==> config.mk <==
export PLATFORM = sky130hd
export DESIGN_NAME = pkt_xbar_router
export DESIGN_NICKNAME = d
export VERILOG_FILES = /design/src/rtl/pkt_xbar_pkg.sv /design/src/rtl/pkt_xbar_ingress.sv /design/src/rtl/pkt_xbar_arb.sv /design/src/rtl/pkt_xbar_fabric.sv /design/src/rtl/pkt_xbar_router.sv
export SDC_FILE = /design/constraint.sdc
export NUM_CORES = 1
export LEC_CHECK = 0
export CAP_MARGIN = 10
export CORE_MARGIN = 1.5
export CORE_UTILIZATION = 41
export DETAILED_ROUTE_END_ITERATION = 7
export DONT_BUFFER_PORTS = 1
export PLACE_DENSITY_LB_ADDON = 0.2
export RECOVER_POWER = 25
export SLEW_MARGIN = 20
export SYNTH_ARGS = -nofsm -noshare
export SYNTH_HDL_FRONTEND = slang
export SYNTH_SLANG_ARGS = --single-unit
==> constraint.sdc <==
create_clock -name clk_i -period 3.86 [get_ports clk_i]
set_input_delay 0 -clock clk_i [delete_from_list [all_inputs] [get_ports clk_i]]
set_output_delay 0 -clock clk_i [all_outputs]
set_load 0.05 [all_outputs]
==> src/rtl/pkt_xbar_pkg.sv <==
package pkt_xbar_pkg;
  typedef enum logic [1:0] {
    ST_IDLE = 2'd0,  // expecting header
    ST_REQ  = 2'd1,  // header held, requesting egress
    ST_FWD  = 2'd2,  // connected
    ST_DROP = 2'd3   // discarding misrouted packet
  } ing_state_e;
endpackage

==> src/rtl/pkt_xbar_ingress.sv <==
module pkt_xbar_ingress
  import pkt_xbar_pkg::*;
#(
  parameter int NUM_PORTS = 4,
  parameter int CHAR_W    = 8,
  parameter int AW        = 2
) (
  input  logic              clk_i,
  input  logic              rst_ni,
  input  logic              valid_i,
  input  logic              ctrl_i,
  input  logic [CHAR_W-1:0] data_i,
  input  logic              fwd_ready_i,
  input  logic              grant_i,
  output logic              ready_o,
  output logic              req_o,
  output logic [AW-1:0]     dest_o,
  output logic [1:0]        state_o,
  output logic              release_o
);
  ing_state_e st_q, st_d;
  logic [AW-1:0] dest_q;
  logic hdr_ok;

  assign hdr_ok    = data_i < CHAR_W'(NUM_PORTS);
  assign req_o     = (st_q == ST_REQ);
  assign dest_o    = dest_q;
  assign state_o   = st_q;
  assign release_o = (st_q == ST_FWD) && valid_i && ctrl_i && fwd_ready_i;

  always_comb begin
    unique case (st_q)
      ST_IDLE: ready_o = 1'b1;
      ST_REQ:  ready_o = 1'b0;
      ST_FWD:  ready_o = fwd_ready_i;
      default: ready_o = 1'b1;
    endcase
  end

  always_comb begin
    st_d = st_q;
    unique case (st_q)
      ST_IDLE: if (valid_i && !ctrl_i) st_d = hdr_ok ? ST_REQ : ST_DROP;
      ST_REQ:  if (grant_i) st_d = ST_FWD;
      ST_FWD:  if (release_o) st_d = ST_IDLE;
      default: if (valid_i && ctrl_i) st_d = ST_IDLE;
    endcase
  end

  always_ff @(posedge clk_i or negedge rst_ni) begin
    if (!rst_ni) begin
      st_q   <= ST_IDLE;
      dest_q <= '0;
    end else begin
      st_q <= st_d;
      if (st_q == ST_IDLE && valid_i && !ctrl_i) dest_q <= data_i[AW-1:0];
    end
  end
endmodule

==> src/rtl/pkt_xbar_arb.sv <==
module pkt_xbar_arb #(
  parameter int NUM_PORTS = 4,
  parameter int AW        = 2
) (
  input  logic                 clk_i,
  input  logic                 rst_ni,
  input  logic [NUM_PORTS-1:0] req_i,
  input  logic [NUM_PORTS-1:0] rel_i,
  output logic                 busy_o,
  output logic [AW-1:0]        owner_o,
  output logic [NUM_PORTS-1:0] gnt_o
);
  logic          busy_q;
  logic [AW-1:0] owner_q, ptr_q, pick;
  logic          pick_ok;
  logic [AW:0]   idx;

  always_comb begin
    pick_ok = 1'b0;
    pick    = ptr_q;
    idx     = '0;
    for (int k = 1; k <= NUM_PORTS; k++) begin
      idx = {1'b0, ptr_q} + (AW+1)'(k);
      if (idx >= (AW+1)'(NUM_PORTS)) idx = idx - (AW+1)'(NUM_PORTS);
      if (!busy_q && !pick_ok && req_i[idx[AW-1:0]]) begin
        pick_ok = 1'b1;
        pick    = idx[AW-1:0];
      end
    end
    gnt_o = '0;
    if (pick_ok) gnt_o[pick] = 1'b1;
  end

  always_ff @(posedge clk_i or negedge rst_ni) begin
    if (!rst_ni) begin
      busy_q  <= 1'b0;
      owner_q <= '0;
      ptr_q   <= AW'(NUM_PORTS-1);
    end else if (pick_ok) begin
      busy_q  <= 1'b1;
      owner_q <= pick;
      ptr_q   <= pick;
    end else if (busy_q && rel_i[owner_q]) begin
      busy_q <= 1'b0;
    end
  end

  assign busy_o  = busy_q;
  assign owner_o = owner_q;
endmodule

==> src/rtl/pkt_xbar_fabric.sv <==
module pkt_xbar_fabric #(
  parameter int NUM_PORTS = 4,
  parameter int CHAR_W    = 8,
  parameter int AW        = 2
) (
  input  logic [NUM_PORTS-1:0]        in_valid_i,
  input  logic [NUM_PORTS-1:0]        in_ctrl_i,
  input  logic [NUM_PORTS*CHAR_W-1:0] in_data_i,
  input  logic [NUM_PORTS*AW-1:0]     dest_i,
  input  logic [NUM_PORTS-1:0]        busy_i,
  input  logic [NUM_PORTS*AW-1:0]     owner_i,
  input  logic [NUM_PORTS-1:0]        out_ready_i,
  output logic [NUM_PORTS-1:0]        out_valid_o,
  output logic [NUM_PORTS-1:0]        out_ctrl_o,
  output logic [NUM_PORTS*CHAR_W-1:0] out_data_o,
  output logic [NUM_PORTS-1:0]        fwd_ready_o
);
  for (genvar j = 0; j < NUM_PORTS; j++) begin : g_egress
    logic [AW-1:0] own;
    assign own = owner_i[j*AW +: AW];
    assign out_valid_o[j]                 = busy_i[j] && in_valid_i[own];
    assign out_ctrl_o[j]                  = busy_i[j] && in_ctrl_i[own];
    assign out_data_o[j*CHAR_W +: CHAR_W] = busy_i[j] ? in_data_i[own*CHAR_W +: CHAR_W] : '0;
  end

  for (genvar i = 0; i < NUM_PORTS; i++) begin : g_ingress
    assign fwd_ready_o[i] = out_ready_i[dest_i[i*AW +: AW]];
  end
endmodule

==> src/rtl/pkt_xbar_router.sv <==
module pkt_xbar_router #(
  parameter int NUM_PORTS = 4,
  parameter int CHAR_W    = 8
) (
  input  logic                        clk_i,
  input  logic                        rst_ni,
  input  logic [NUM_PORTS-1:0]        in_valid_i,
  input  logic [NUM_PORTS-1:0]        in_ctrl_i,
  input  logic [NUM_PORTS*CHAR_W-1:0] in_data_i,
  output logic [NUM_PORTS-1:0]        in_ready_o,
  output logic [NUM_PORTS-1:0]        out_valid_o,
  output logic [NUM_PORTS-1:0]        out_ctrl_o,
  output logic [NUM_PORTS*CHAR_W-1:0] out_data_o,
  input  logic [NUM_PORTS-1:0]        out_ready_i
);
  localparam int AW = (NUM_PORTS > 1) ? $clog2(NUM_PORTS) : 1;

  logic [NUM_PORTS-1:0]           req_w, rel_w, gnt_in_w, busy_w, fwd_ready_w;
  logic [NUM_PORTS*AW-1:0]        dest_w, owner_w;
  logic [2*NUM_PORTS-1:0]         st_w;
  logic [NUM_PORTS*NUM_PORTS-1:0] gnt_m;  // [j*N+i]: egress j grants ingress i

  for (genvar i = 0; i < NUM_PORTS; i++) begin : g_in
    pkt_xbar_ingress #(.NUM_PORTS(NUM_PORTS), .CHAR_W(CHAR_W), .AW(AW)) u_ing (
      .clk_i      (clk_i),
      .rst_ni     (rst_ni),
      .valid_i    (in_valid_i[i]),
      .ctrl_i     (in_ctrl_i[i]),
      .data_i     (in_data_i[i*CHAR_W +: CHAR_W]),
      .fwd_ready_i(fwd_ready_w[i]),
      .grant_i    (gnt_in_w[i]),
      .ready_o    (in_ready_o[i]),
      .req_o      (req_w[i]),
      .dest_o     (dest_w[i*AW +: AW]),
      .state_o    (st_w[2*i +: 2]),
      .release_o  (rel_w[i])
    );
  end

  for (genvar j = 0; j < NUM_PORTS; j++) begin : g_out
    logic [NUM_PORTS-1:0] req_j;
    always_comb begin
      for (int i = 0; i < NUM_PORTS; i++)
        req_j[i] = req_w[i] && (dest_w[i*AW +: AW] == AW'(j));
    end
    pkt_xbar_arb #(.NUM_PORTS(NUM_PORTS), .AW(AW)) u_arb (
      .clk_i  (clk_i),
      .rst_ni (rst_ni),
      .req_i  (req_j),
      .rel_i  (rel_w),
      .busy_o (busy_w[j]),
      .owner_o(owner_w[j*AW +: AW]),
      .gnt_o  (gnt_m[j*NUM_PORTS +: NUM_PORTS])
    );
  end

  always_comb begin
    gnt_in_w = '0;
    for (int j = 0; j < NUM_PORTS; j++)
      gnt_in_w = gnt_in_w | gnt_m[j*NUM_PORTS +: NUM_PORTS];
  end

  pkt_xbar_fabric #(.NUM_PORTS(NUM_PORTS), .CHAR_W(CHAR_W), .AW(AW)) u_fabric (
    .in_valid_i (in_valid_i),
    .in_ctrl_i  (in_ctrl_i),
    .in_data_i  (in_data_i),
    .dest_i     (dest_w),
    .busy_i     (busy_w),
    .owner_i    (owner_w),
    .out_ready_i(out_ready_i),
    .out_valid_o(out_valid_o),
    .out_ctrl_o (out_ctrl_o),
    .out_data_o (out_data_o),
    .fwd_ready_o(fwd_ready_w)
  );
endmodule

## After elaboration in Yosys (flattened, before gate mapping)

Cells that the tools add are included.

- Register bits after elaboration: 36
- Word-level logic and storage cells: 435
- Input bits: 46

- Bitwise gates (word level): 3
- Multiplexer cells: 164
- Shift-type cells: 4
- Equality and inequality tests: 32
- Magnitude comparators: 52
- $add $sub $neg: 32
- Reductions and logical operators: 128

Operator list:

| cell | number |
|---|---|
| indexed part select 32 x 6 -> 8 bit | 4 |
| 2-to-1 mux 2 bit | 52 |
| logical AND 1 bit | 88 |
| less-than comparator 2 x 3 -> 1 bit (second input constant) | 28 |
| binary-select mux 1 bit (select 2 bit) | 32 |
| 2-to-1 mux 1 bit | 60 |
| >= comparator 3 bit (second input constant) | 16 |
| less-than comparator 8 x 3 -> 1 bit (second input constant) | 4 |
| 2-to-1 mux 8 bit | 4 |
| subtractor 2 x 1 -> 2 bit (second input constant) | 16 |
| adder 2 x 2 -> 3 bit (second input constant) | 8 |
| == test 2 bit (second input constant) | 12 |
| one-hot mux 2 bit (3 select lines) | 4 |
| zero test 1 bit | 20 |
| == test 2 x 1 -> 1 bit (second input constant) | 8 |
| zero test 2 bit | 8 |
| 2-to-1 mux 4 bit | 4 |
| inequality test 2 x 1 -> 1 bit (second input constant) | 8 |
| AND reduction 4 bit | 4 |
| nonzero test 4 bit | 4 |
| adder 2 x 1 -> 3 bit (second input constant) | 4 |
| adder 2 x 3 -> 3 bit (second input constant) | 4 |
| OR 4 bit | 3 |
| demux 1 bit (select 2 bit) | 4 |
| 4 further kinds | 16 |

## Depth between registers and ports, before layout

- Depth after elaboration: 29
- Gate-level depth with buffers: 13
- Gate-level depth less buffers: 11

## Hierarchy

A second synthesis with hierarchy kept.

- Cells, all modules: 465
- Area, all modules: 4304.1 um2

Modules (own cells, without submodules):

| module | cells an instance | instances | area an instance (um2) |
|---|---|---|---|
| pkt_xbar_arb at g_out[0].u_arb ... | 47 | 3 | 436.7 |
| pkt_xbar_fabric | 144 | 1 | 1291.2 |
| pkt_xbar_ingress | 26 | 4 | 260.2 |
| pkt_xbar_arb at g_out[3].u_arb | 56 | 1 | 506.7 |
| pkt_xbar_router | 20 | 1 | 155.1 |

## Worst setup path before layout

Ideal clock, no wire load.

- Path kind: register to register
- From: register g_in[2].u_ing.st_q[1]
- To: register g_in[0].u_ing.st_q[0]
- Buffers on the path: 1
- Path slack: 1144 ps
- Data arrival time: 2588 ps
- Setup time: 128 ps
- Stages on the path, launching flop included: 12
- Period minus slack after synthesis: 2716 ps
- Path through: dfrtp_1 inv_1 ha_1 buf_4 or3b_2 nor3_1 a311oi_1 o21ai_2 mux2i_1 nand2_1 a31oi_4 mux2_1

- Longest elaborated chain between the ends: 28

RTL lines:

| item | line | text |
|---|---|---|
| from (decl) | pkt_xbar_ingress.sv:21 | `ing_state_e st_q, st_d;` |
| from (signal assigned) | pkt_xbar_ingress.sv:55 | `st_q <= st_d;` |
| == test 2 x 1 -> 1 bit * | pkt_xbar_ingress.sv:26 | `assign req_o = (st_q == ST_REQ);` |
| logical AND 1 bit | pkt_xbar_router.sv:44 | `req_j[i] = req_w[i] && (dest_w[i*AW +: AW] == AW'(j));` |
| binary-select mux 1 bit (select 2 bit) | pkt_xbar_arb.sv:25 | `if (!busy_q && !pick_ok && req_i[idx[AW-1:0]]) begin` |
| 2-to-1 mux 1 bit (not written as such) | pkt_xbar_arb.sv:25 |  |
| logical AND 1 bit | pkt_xbar_arb.sv:25 |  |
| 2-to-1 mux 1 bit | pkt_xbar_arb.sv:25 |  |
| zero test 1 bit | pkt_xbar_arb.sv:25 |  |
| logical AND 1 bit (2 in series) | pkt_xbar_arb.sv:25 |  |
| [... 10 more ...] | n/a |  |
| logical AND 1 bit (not written as such) | pkt_xbar_arb.sv:31 | `if (pick_ok) gnt_o[pick] = 1'b1;` |
| 2-to-1 mux 1 bit (not written as such) | pkt_xbar_arb.sv:31 |  |
| demux 1 bit (select 2 bit) | n/a |  |
| 2-to-1 mux 4 bit | pkt_xbar_arb.sv:31 |  |
| OR 4 bit (2 in series) | pkt_xbar_router.sv:60 | `gnt_in_w = gnt_in_w \| gnt_m[j*NUM_PORTS +: NUM_PORTS];` |
| OR 4 bit * | pkt_xbar_router.sv:60 |  |
| inequality test 2 bit (no line) * | n/a |  |
| AND reduction 4 bit (no line) * | n/a |  |
| to (signal assigned) | pkt_xbar_ingress.sv:55 |  |
| to (decl) | pkt_xbar_ingress.sv:21 |  |

Mark *: on every way between the ends. The rest lies on a longest branch, timed or not. The select of a mux whose other input is x is not followed.
A chain may end at the register's enable or synchronous reset.

## Worst setup path in the final report

- From: register g_in[0].u_ing.st_q[1]
- To: register g_in[0].u_ing.st_q[0]

- Longest elaborated chain between the ends: 28

RTL lines:

| item | line |
|---|---|
| == test 2 x 1 -> 1 bit | pkt_xbar_ingress.sv:26, pkt_xbar_ingress.sv:42 |
| logical AND 1 bit | pkt_xbar_router.sv:44 |
| binary-select mux 1 bit (select 2 bit) | pkt_xbar_arb.sv:25 |
| 2-to-1 mux 1 bit (not written as such) | pkt_xbar_arb.sv:25 |
| logical AND 1 bit | pkt_xbar_arb.sv:25 |
| 2-to-1 mux 1 bit | pkt_xbar_arb.sv:25 |
| zero test 1 bit | pkt_xbar_arb.sv:25 |
| logical AND 1 bit (2 in series) | pkt_xbar_arb.sv:25 |
| [... 9 more ...] | n/a |
| less-than comparator 2 x 3 -> 1 bit (not written as such) / >= comparator 2 x 1 -> 1 bit (equally long branches) | pkt_xbar_arb.sv:31 |
| logical AND 1 bit (not written as such) | pkt_xbar_arb.sv:31 |
| 2-to-1 mux 1 bit (not written as such) | pkt_xbar_arb.sv:31 |
| demux 1 bit (select 2 bit) | n/a |
| 2-to-1 mux 4 bit | pkt_xbar_arb.sv:31 |
| OR 4 bit (3 in series) | pkt_xbar_router.sv:60 |
| inequality test 2 bit (no line) | n/a |
| AND reduction 4 bit (no line) | n/a |

Several ways; a longest one is shown, not always the timed one. The select of a mux whose other input is x is not followed.

==> results.sh <==
export IMPL_seq_area_frac_synth_pct=21.7
export IMPL_cp_data_required_time_ns=4.04
export IMPL_maxCapViolCount=1
export IMPL_track_usage_pct=22.6
export IMPL_post_cts_resized=0
export IMPL_cts_tree="yes"
export IMPL_post_cts_buffers=0
export IMPL_p_int_mw=1.84
export IMPL_worstMarginPinSlew_ns=2.03
export IMPL_synthAdderAreaFrac_pct=3.58
export IMPL_coreArea_um2=9860
export IMPL_nets=456
export IMPL_dieArea_um2=10800
export IMPL_synth_top_family_by_area="multiplexers"
export IMPL_grt_first_pass_wirelength_um=19200
export IMPL_yosys_area_top_type="mux4_2"
export IMPL_syn_area_per_cell_um2=10.3
export IMPL_ios=90
export IMPL_violations="capacitance limit, slew limit"
export IMPL_critical_path_arrival_ns=3.33
export IMPL_powerDensity_nw_per_um2=981
export IMPL_syn_num_nets=466
export IMPL_rsz0062_at_grt="false"
export IMPL_netlist_top_cells_count="mux4_2, and2_1, dfrtp_1"
export IMPL_via_per_inst=6.63
export IMPL_synthTopCellsByArea="mux4_2, dfrtp_1, and2_1"
export IMPL_cts_root_buffer="clkbuf_8"
export IMPL_ys_flop_type="dfrtp_1"
export IMPL_power_frac_clock_pct=7.9
export IMPL_io_buffers=0
export IMPL_antenna_found_initial=0
export IMPL_hold_viol=0
export IMPL_cts_max_path_buffers=2
export IMPL_ant_nets=0
export IMPL_max_freq_ghz=0.317
export IMPL_synth_xor_area_share_pct=0.209
export IMPL_register_area_um2=911
export IMPL_p_sw_share_pct=57.8
export IMPL_p_switching_mw=2.52
export IMPL_cts_buffers=5
export IMPL_synthCells=408
export IMPL_drt_iter0_markers=279
export IMPL_num_vias=3525
export IMPL_cts_sinks=36
export IMPL_gr_total_overflow=0
export IMPL_wl_um=12400
export IMPL_dp_hpwl_um=9350
export IMPL_synth_area_um2=4190
export IMPL_endpoint_kind="flip-flop"
export IMPL_synth_compound_area_share_pct=16.3
export IMPL_grt_start_max_net_pins=37
export IMPL_num_antenna_cells=0
export IMPL_grt_pass1_vias=3385
export IMPL_clock_latency_ns=0.29
export IMPL_die_x_um=104
export IMPL_outcome="finished, violations left"
export IMPL_p_leak_nw=1.60
export IMPL_postCtsHoldBufs=12
export IMPL_multiInputGateArea_um2=3080
export IMPL_yosysMostFrequentCell="mux4_2"
export IMPL_dr_pass1_iters=5
export IMPL_place_inst=511
export IMPL_drive_above_1_share_pct=23.6
export IMPL_startpoint_type="flip-flop"
export IMPL_drc=0
export IMPL_whs_ns=0.0134
export IMPL_nFillCells=932
export IMPL_start_util_pct=42.5
export IMPL_die_y_um=104
export IMPL_async_flop_share_pct=100
export IMPL_power_share_combinational_pct=65.0
export IMPL_fin_skew_ns=0.0128
export IMPL_crit_type="reg2reg"
export IMPL_clk_pin_slew_ns=0.08
export IMPL_finalSetupViolCount=0
export IMPL_worstPathMaxFanout=9
export IMPL_place_gp_congestion=0.895
export IMPL_yosysTopAreaCellShare_pct=25.8
export IMPL_finalCritPeriodShare_pct=81.7
export IMPL_h_tree_depth=2
export IMPL_peakVddDrop_mv=0.565
export IMPL_layout_cells_non_filler=532
export IMPL_syn2layout_area_growth_pct=6.09
export IMPL_synth_simple_area_share_pct=21.4
export IMPL_slew_headroom_pct=-35.3
export IMPL_ys_types=70
export IMPL_row_count=36
export IMPL_synth_mux_area_share_pct=31.9
export IMPL_final_min_clock_period_ns=3.15
export IMPL_wl_per_cell_um=23.4
export IMPL_synth_seq_cells=36
export IMPL_hold_path_class="in2reg"
export IMPL_slew_viol_final=37
export IMPL_synth_edf_count=0
export IMPL_synth_warnings=0
export IMPL_tns_ns=0
export IMPL_p_seq_share_pct=27.1
state kept, by name (all words and copies together), names as in the netlist:
| name | cells |
|---|---|
| g_out.u_arb.busy_o | 4 |
| g_out.u_arb.owner_o | 8 |
| g_in.u_ing.dest_o | 8 |
| g_out.u_arb.ptr_q | 8 |
| g_in.u_ing.state_o | 8 |
through the flow:
step | utilization (%) | cell area (um2) | total power [mW] | setup WS, ns
6_report | 45.1 | 4450 | 4.36 | 0.708
5_1_grt | 45.1 | 4450 | 4.60 | 0.460
4_1_cts | 45.2 | 4450 | 4.36 | 0.695
3_5_place_dp | 42.7 | 4210 | 3.99 | 0.728
3_3_place_gp | 42.7 | 4210 | 3.98 | 0.768
2_1_floorplan | - | 4190 | 3.60 | 1.14
worst paths after layout:
path / start / to / slack [ns] / cells past startpoint
setup / recovery: g_in[0].u_ing.state_o[1] / g_in[0].u_ing.state_o[0] / 0.71 / 10
hold / removal: in_data_i[27] / g_in[3].u_ing.state_o[1] / 0.01 / 2
setup reg to reg: g_in[0].u_ing.state_o[1] / g_in[0].u_ing.state_o[0] / 0.71 / 10
hold reg to reg: g_in[3].u_ing.state_o[0] / g_in[3].u_ing.state_o[0] / 0.54 / 1
max in group asynchronous: rst_ni / g_in[3].u_ing.state_o[1] / 1.85 / 2
min in group asynchronous: rst_ni / g_out[2].u_arb.owner_o[1] / 0.84 / 2
power by group through the flow:
stage               combinational [mW]  sequential, mW  clock, mW
floorplan                         2.84           0.765          0
global placement                  2.78            1.19          0
detailed placement                2.80            1.19          0
CTS                               2.83            1.18      0.346
global route                      3.00            1.24      0.359
finish                            2.84            1.18      0.344
layout make-up:
cell class	instances	share of cell area, %
multi-input combinational	327	69.2
clock buffer	5	1.55
sequential	36	20.5
clock inverter	3	0.956
tap	133	3.74
timing repair buffer	13	2.78
inverter	15	1.27
critical path, stage by stage (launching register included):
cell and delay [ns]:
dfrtp_1 0.39, inv_1 0.11, ha_1 0.35, or3b_1 0.51, nor4b_1 0.22, nor2_1 0.29
nand2_1 0.11, mux2i_1 0.31, nand2_1 0.18, a31oi_4 0.23, mux2_1 0.33
routing by layer:
metal | GRT usage [%] | part of all wire, % | vias up
met4 | 4.07 | 1.1 | 0
met3 | 5.20 | 8.6 | 13
met1 | 31.9 | 43 | 1763
li1 | - | - | 1577
met2 | 36.0 | 47 | 172
met5 | 0 | 0 | -
logic make-up (layout without fill, tap and decap cells):
kind of cell	Yosys count	in the layout
AO/OA/AOI/OAI	93	93
flip-flops	36	36
XOR/XNOR	1	1
AND/OR/NAND/NOR	151	151
adder cells (fa/ha/maj)	12	12
buffers and inverters	45	36
multiplexers	70	70
placed cells by master (no fill, tap or decap), types with 4 or more instances in the layout:
master          n
a21oi_1        16
a221oi_1        4
a31oi_1        11
and2_1         42
and3b_1         4
clkbuf_8        5
dfrtp_1        28
dfstp_2         8
dlygate4sd3_1  12
ha_1           12
inv_1          14
mux2_2         11
mux2i_1         7
mux4_2         48
nand2_1        22
nand2b_1        4
nand3_1         6
nand3b_1       11
nand4_1         4
nor2_1         25
nor2b_1         5
nor3_1          4
nor4_1          6
o21ai_0        12
o21ai_1         5
o31ai_1         4
No activity file was read; power rests on OpenSTA's default activity.
